<file path="config.mk">
export PLATFORM = sky130hd
export DESIGN_NAME = diag_fault_latch
export DESIGN_NICKNAME = d
export VERILOG_FILES = /design/src/rtl/diag_latch_pkg.sv /design/src/rtl/chan_qualifier.sv /design/src/rtl/fault_summary.sv /design/src/rtl/diag_fault_latch.sv
export SDC_FILE = /design/constraint.sdc
export NUM_CORES = 1
export LEC_CHECK = 0
export BUFFER_PORTS_ARGS = -buffer_cell sky130_fd_sc_hd__buf_2
export CAP_MARGIN = 5
export CORE_UTILIZATION = 25
export DETAILED_ROUTE_END_ITERATION = 7
export PLACE_DENSITY = 0.49
export SETUP_SLACK_MARGIN = 0.02
export SYNTH_ARGS = -nofsm -noshare
export SYNTH_HDL_FRONTEND = slang
export SYNTH_SLANG_ARGS = --single-unit
</file>
<file path="constraint.sdc">
create_clock -name clk -period 2.3 [get_ports clk]
set_input_delay 0.23 -clock clk [delete_from_list [all_inputs] [get_ports clk]]
set_output_delay 0.23 -clock clk [all_outputs]
set_load 0.05 [all_outputs]
</file>
<file path="src/rtl/diag_latch_pkg.sv">
package diag_latch_pkg;

    typedef enum logic [1:0] {
        DC_SHORT_GND = 2'b00,
        DC_OPEN      = 2'b01,
        DC_OVERLOAD  = 2'b10,
        DC_NORMAL    = 2'b11
    } diag_code_e;

    typedef struct packed {
        logic ovl;
        logic opn;
        logic sgnd;
        logic on;
    } chan_sense_t;

    // Gate raw flags by commanded state, then apply fixed priority.
    function automatic diag_code_e classify(chan_sense_t s);
        if (s.on) begin
            return s.ovl ? DC_OVERLOAD : DC_NORMAL;
        end
        if (s.sgnd) begin
            return DC_SHORT_GND;
        end
        if (s.opn) begin
            return DC_OPEN;
        end
        return DC_NORMAL;
    endfunction

    function automatic logic is_fault(logic [1:0] c);
        return c != DC_NORMAL;
    endfunction

endpackage

</file>
<file path="src/rtl/chan_qualifier.sv">
module chan_qualifier
    import diag_latch_pkg::*;
#(
    parameter int QUAL_CYC = 13750
) (
    input  logic        clk,
    input  logic        rst,
    input  logic        clr,
    input  chan_sense_t sense,
    output diag_code_e  code_o
);

    localparam int CNT_W = $clog2(QUAL_CYC + 1);
    localparam logic [CNT_W-1:0] QUAL_MAX = CNT_W'(QUAL_CYC);
    localparam logic [CNT_W-1:0] QUAL_M1  = CNT_W'(QUAL_CYC - 1);

    diag_code_e       cand;
    diag_code_e       cand_q;
    diag_code_e       latch_q;
    logic [CNT_W-1:0] cnt_q;
    logic [CNT_W-1:0] run;
    logic [CNT_W-1:0] run_next;
    logic             qualified;

    always_comb begin
        cand = classify(sense);
        // Edges already seen with this same candidate.
        if (cand != DC_NORMAL && cand == cand_q) begin
            run = cnt_q;
        end else begin
            run = '0;
        end
        qualified = (cand != DC_NORMAL) && (run >= QUAL_M1);
        if (cand == DC_NORMAL) begin
            run_next = '0;
        end else if (run == QUAL_MAX) begin
            run_next = run;
        end else begin
            run_next = run + 1'b1;
        end
    end

    always_ff @(posedge clk) begin
        if (rst || clr) begin
            cnt_q   <= '0;
            cand_q  <= DC_NORMAL;
            latch_q <= DC_NORMAL;
        end else begin
            cnt_q  <= run_next;
            cand_q <= cand;
            if (qualified) begin
                latch_q <= cand;
            end
        end
    end

    assign code_o = latch_q;

endmodule

</file>
<file path="src/rtl/fault_summary.sv">
module fault_summary
    import diag_latch_pkg::*;
#(
    parameter int NUM_CH = 4
) (
    input  logic [2*NUM_CH-1:0] diag,
    output logic [NUM_CH-1:0]   chan_ok,
    output logic                any_fault_n
);

    for (genvar g = 0; g < NUM_CH; g++) begin : g_ok
        assign chan_ok[g] = !is_fault(diag[2*g +: 2]);
    end

    assign any_fault_n = &chan_ok;

endmodule

</file>
<file path="src/rtl/diag_fault_latch.sv">
module diag_fault_latch
    import diag_latch_pkg::*;
#(
    parameter int NUM_CH   = 4,
    parameter int QUAL_CYC = 13750
) (
    input  logic                clk,
    input  logic                rst,
    input  logic                clr_i,
    input  logic [NUM_CH-1:0]   out_on_i,
    input  logic [NUM_CH-1:0]   ovl_i,
    input  logic [NUM_CH-1:0]   open_i,
    input  logic [NUM_CH-1:0]   sgnd_i,
    output logic [2*NUM_CH-1:0] diag_o,
    output logic [NUM_CH-1:0]   chan_ok_o,
    output logic                any_fault_n_o
);

    diag_code_e code_w [NUM_CH];

    for (genvar g = 0; g < NUM_CH; g++) begin : g_ch
        chan_sense_t sense;
        assign sense.ovl  = ovl_i[g];
        assign sense.opn  = open_i[g];
        assign sense.sgnd = sgnd_i[g];
        assign sense.on   = out_on_i[g];

        chan_qualifier #(.QUAL_CYC(QUAL_CYC)) qual_i (
            .clk    (clk),
            .rst    (rst),
            .clr    (clr_i),
            .sense  (sense),
            .code_o (code_w[g])
        );

        assign diag_o[2*g +: 2] = code_w[g];
    end

    fault_summary #(.NUM_CH(NUM_CH)) summ_i (
        .diag        (diag_o),
        .chan_ok     (chan_ok_o),
        .any_fault_n (any_fault_n_o)
    );

endmodule

</file>
==> results.toml <==
[outcome]
status = "finished, violations left"
violations = "setup timing"

[timing]
finalCritPeriodShare_pct = 101
fin_worst_skew_ps = 4.12
fin_crit_ps = 2330
hold_viol_final = 0
grt_setup_unrepaired = "yes"
maxSlewViolCount = 0
max_freq_ghz = 0.429
relSlewSlack_pct = 59.5
tns_ps = -59.3
layout_setup_ws_ps = -29.8
hold_slack_ps = 192
tightest_slew_ps = 601
finalSetupViolCount = 2

[cells_and_area]
num-fill-cells = 1459
final_util_pct = 34.3
drive_gt1_share_pct = 27.5
fin_nets = 547
areaGrowthSynthToFinish_pct = 31.8
seq_area_um2 = 1450
layout.cells.non_filler = 697
antenna_cells = 0
multiInputGateArea_um2 = 2360
fin_area_um2 = 4850

[power]
static-leakage-power_nw = 1.75
ir_worst_vdd_mv = 0.317
total_power_mw = 2.74
power.density_nw_per_um2 = 566

[worst_setup_path]
critical_path.endpoint_type = "flip-flop"
critPathBufInv = 1
critPathSlowestCell = "dfxtp_2"
crit_type = "reg2reg"
cp_common_cell = "nand2b_4"
reg2reg_from = "g_ch[1].qual_i.cand_q[0]"
cp_top_family = "simple AND/OR/NAND/NOR gates"
start_kind = "flip-flop"
arrival_ps = 2550
r2r_slack_ps = -30
worst_r2r_path_depth = 11
worstPathRequired_ps = 2520
path_cells = "nand2b_4 > a211oi_4 > or2_4 > and2_4 > inv_4 > ha_4 > nand2b_4 > a21o_1 > a221o_1 > nand4_1 > mux2_4"
max_stage_delay_ps = 320
path_max_fanout = 3
r2r_end = "g_ch[1].qual_i.code_o[0]"

[yosys]
synth_edf_count = 0
postSynthCellCount = 434
synthFlopType = "dfxtp_1"
synth-seq-cells = 72
synth_area_um2 = 3680
async_reset_ff_share_pct = 0
yosys_warnings = 0
seq_area_frac_synth_pct = 39.1
syn_area_per_cell_um2 = 8.48
synth_cell_types = 44
synthesis.nets = 469

[clocking]
clock_path_buffers = 2
path_clk_slew_ps = 60
clock_latency_ps = 330
clock_sinks = 72
htreeDepth = 3
ctsRootBufferMaster = "clkbuf_16"
cts_tree = "built"
cts_buffers = 9

[placed_design]
pre_cts_slack_ps = -153
dp_hpwl_um = 6490
postPlaceCellArea_um2 = 4370
placement.io_buffers = 31
placed_cells = 677
routabilityCongestion = 0.774

[routing]
first_pass_iters = 4
drc = 0
vias = 3204
route.met2.wl_um = 4170
post_drt_via_cell_ratio = 4.60
wirelength_um = 8680
dr.first_iter.drc_count = 107
wl_met3_um = 249
dr.max_layer_used = "met4"
met1_length_um = 4150
wl_per_cell_um = 12.5
ant_nets = 0

[floorplanning]
coreArea_um2 = 14100
start_util_pct = 26.0
row_count = 43
die_h_um = 123
die_w_um = 123
ios = 32
dieArea_um2 = 15200

[worst_hold_path]
hold_start = "out_on_i[3]"
hold_class = "in2reg"
whs_endpoint = "g_ch[3].qual_i.cand_q[1]"
hold_depth = 3

[grt]
grt_usage_pct = 12.2
grt_pass1_wl_um = 14400
grt_pass1_vias = 3067
grt_antenna_before_repair = 0
gr-total-overflow = 0
grt_max_degree = 14

[job]
maxCapViolCount = 0
==> per-layer routing <==
metal  track usage [%]  vias up
li1                  -     1663
met1              15.3     1502
met5                 0        -
met2              20.2       31
met3              3.55        8
met4              3.39        0
==> synthesized netlist by cell type, types with 3 or more instances <==
| library cell | instances | area share [%] |
|---|---|---|
| nor3_1 | 11 | 1.5 |
| nand3_1 | 18 | 2.4 |
| nand2b_1 | 10 | 1.7 |
| and3b_1 | 3 | 0.71 |
| or2_2 | 7 | 1.2 |
| and3_1 | 5 | 0.85 |
| and4_1 | 7 | 1.7 |
| nor2_1 | 71 | 7.2 |
| nand2_1 | 41 | 4.2 |
| xor2_1 | 26 | 6.2 |
| inv_1 | 13 | 1.3 |
| ha_1 | 16 | 5.4 |
| and2_1 | 11 | 1.9 |
| a211oi_1 | 3 | 0.61 |
| and4b_1 | 3 | 0.82 |
| clkbuf_1 | 5 | 0.51 |
| o21ai_0 | 16 | 2.2 |
| o2111ai_1 | 3 | 0.71 |
| xnor2_1 | 17 | 4.0 |
| nor2b_1 | 4 | 0.68 |
| nand3b_1 | 3 | 0.61 |
| dfxtp_1 | 72 | 39 |
| nand4_1 | 14 | 2.4 |
| or3_1 | 9 | 1.5 |
| mux2_2 | 9 | 2.8 |
| a21oi_1 | 12 | 1.6 |
==> flip-flops by register name, summed over array words and instances, names as in the netlist <==
name and count:
g_ch.qual_i.cand_q 8, g_ch.qual_i.code_o 8, g_ch.qual_i.cnt_q 56
==> cell families (layout without fill, tap and decap cells) <==
family,count (synthesis),count (layout),share of synthesized area (%)
flops,72,72,39.1
compound gates,52,52,9.51
xor+xnor,43,43,10.2
fa+ha+maj,16,16,5.44
simple gates,223,223,30.8
mux,10,10,3.06
buf+inv,18,101,1.84
==> layout make-up <==
cell class	count	share of cell area (%)
clock buffers	9	4.64
flip-flops and latches	72	29.8
repair buffers	72	9.70
clock inverters	7	1.50
multi-input cells	344	48.7
inverters	13	1.06
well taps	180	4.64
==> worst min-delay path, cell delays in order <==
cell and delay (ps):
buf_2 130, nor2_1 80, nand2_1 60
==> layout by cell type (no fill, tap or decap), types with 10 or more instances in the layout <==
master    n
nor2_1   71
dfxtp_1  68
nand2_1  40
buf_4    39
buf_2    31
xor2_1   26
nand3_1  18
xnor2_1  17
nand4_1  14
ha_1     11
o21ai_0  10
==> worst max-delay path by stage <==
stage / startpoint / end / slack [ps] / cells after the start
2_1_floorplan: g_ch[1].qual_i.cand_q[0] / g_ch[1].qual_i.code_o[0] / -20 / 11
3_3_place_gp: ovl_i[1] / g_ch[1].qual_i.code_o[0] / -100 / 12
3_5_place_dp: ovl_i[1] / g_ch[1].qual_i.code_o[0] / -150 / 12
4_1_cts: g_ch[1].qual_i.cand_q[0] / g_ch[1].qual_i.code_o[0] / -30 / 11
5_1_grt: g_ch[1].qual_i.cand_q[0] / g_ch[1].qual_i.code_o[1] / -110 / 11
6_report: g_ch[1].qual_i.cand_q[0] / g_ch[1].qual_i.code_o[0] / -30 / 11
==> timing repair <==
| item | in CTS | in global routing |
|---|---|---|
| buffers inserted | 0 | 4 |
| gates cloned | 0 | 0 |
| pin swaps | 4 | 18 |
| setup endpoints to repair | 9 | 27 |
| hold buffers | 0 | 0 |
| gates resized for setup | 6 | 36 |
| hold endpoints to repair | 0 | 0 |
==> power by group <==
group	internal, mW	total, mW	switching, mW
Combinational	0.0474	0.0991	0.0516
Clock	0.838	1.38	0.542
Sequential	1.26	1.27	0.00797
Total	2.14	2.74	0.602
No activity file was read; power rests on OpenSTA's default activity.
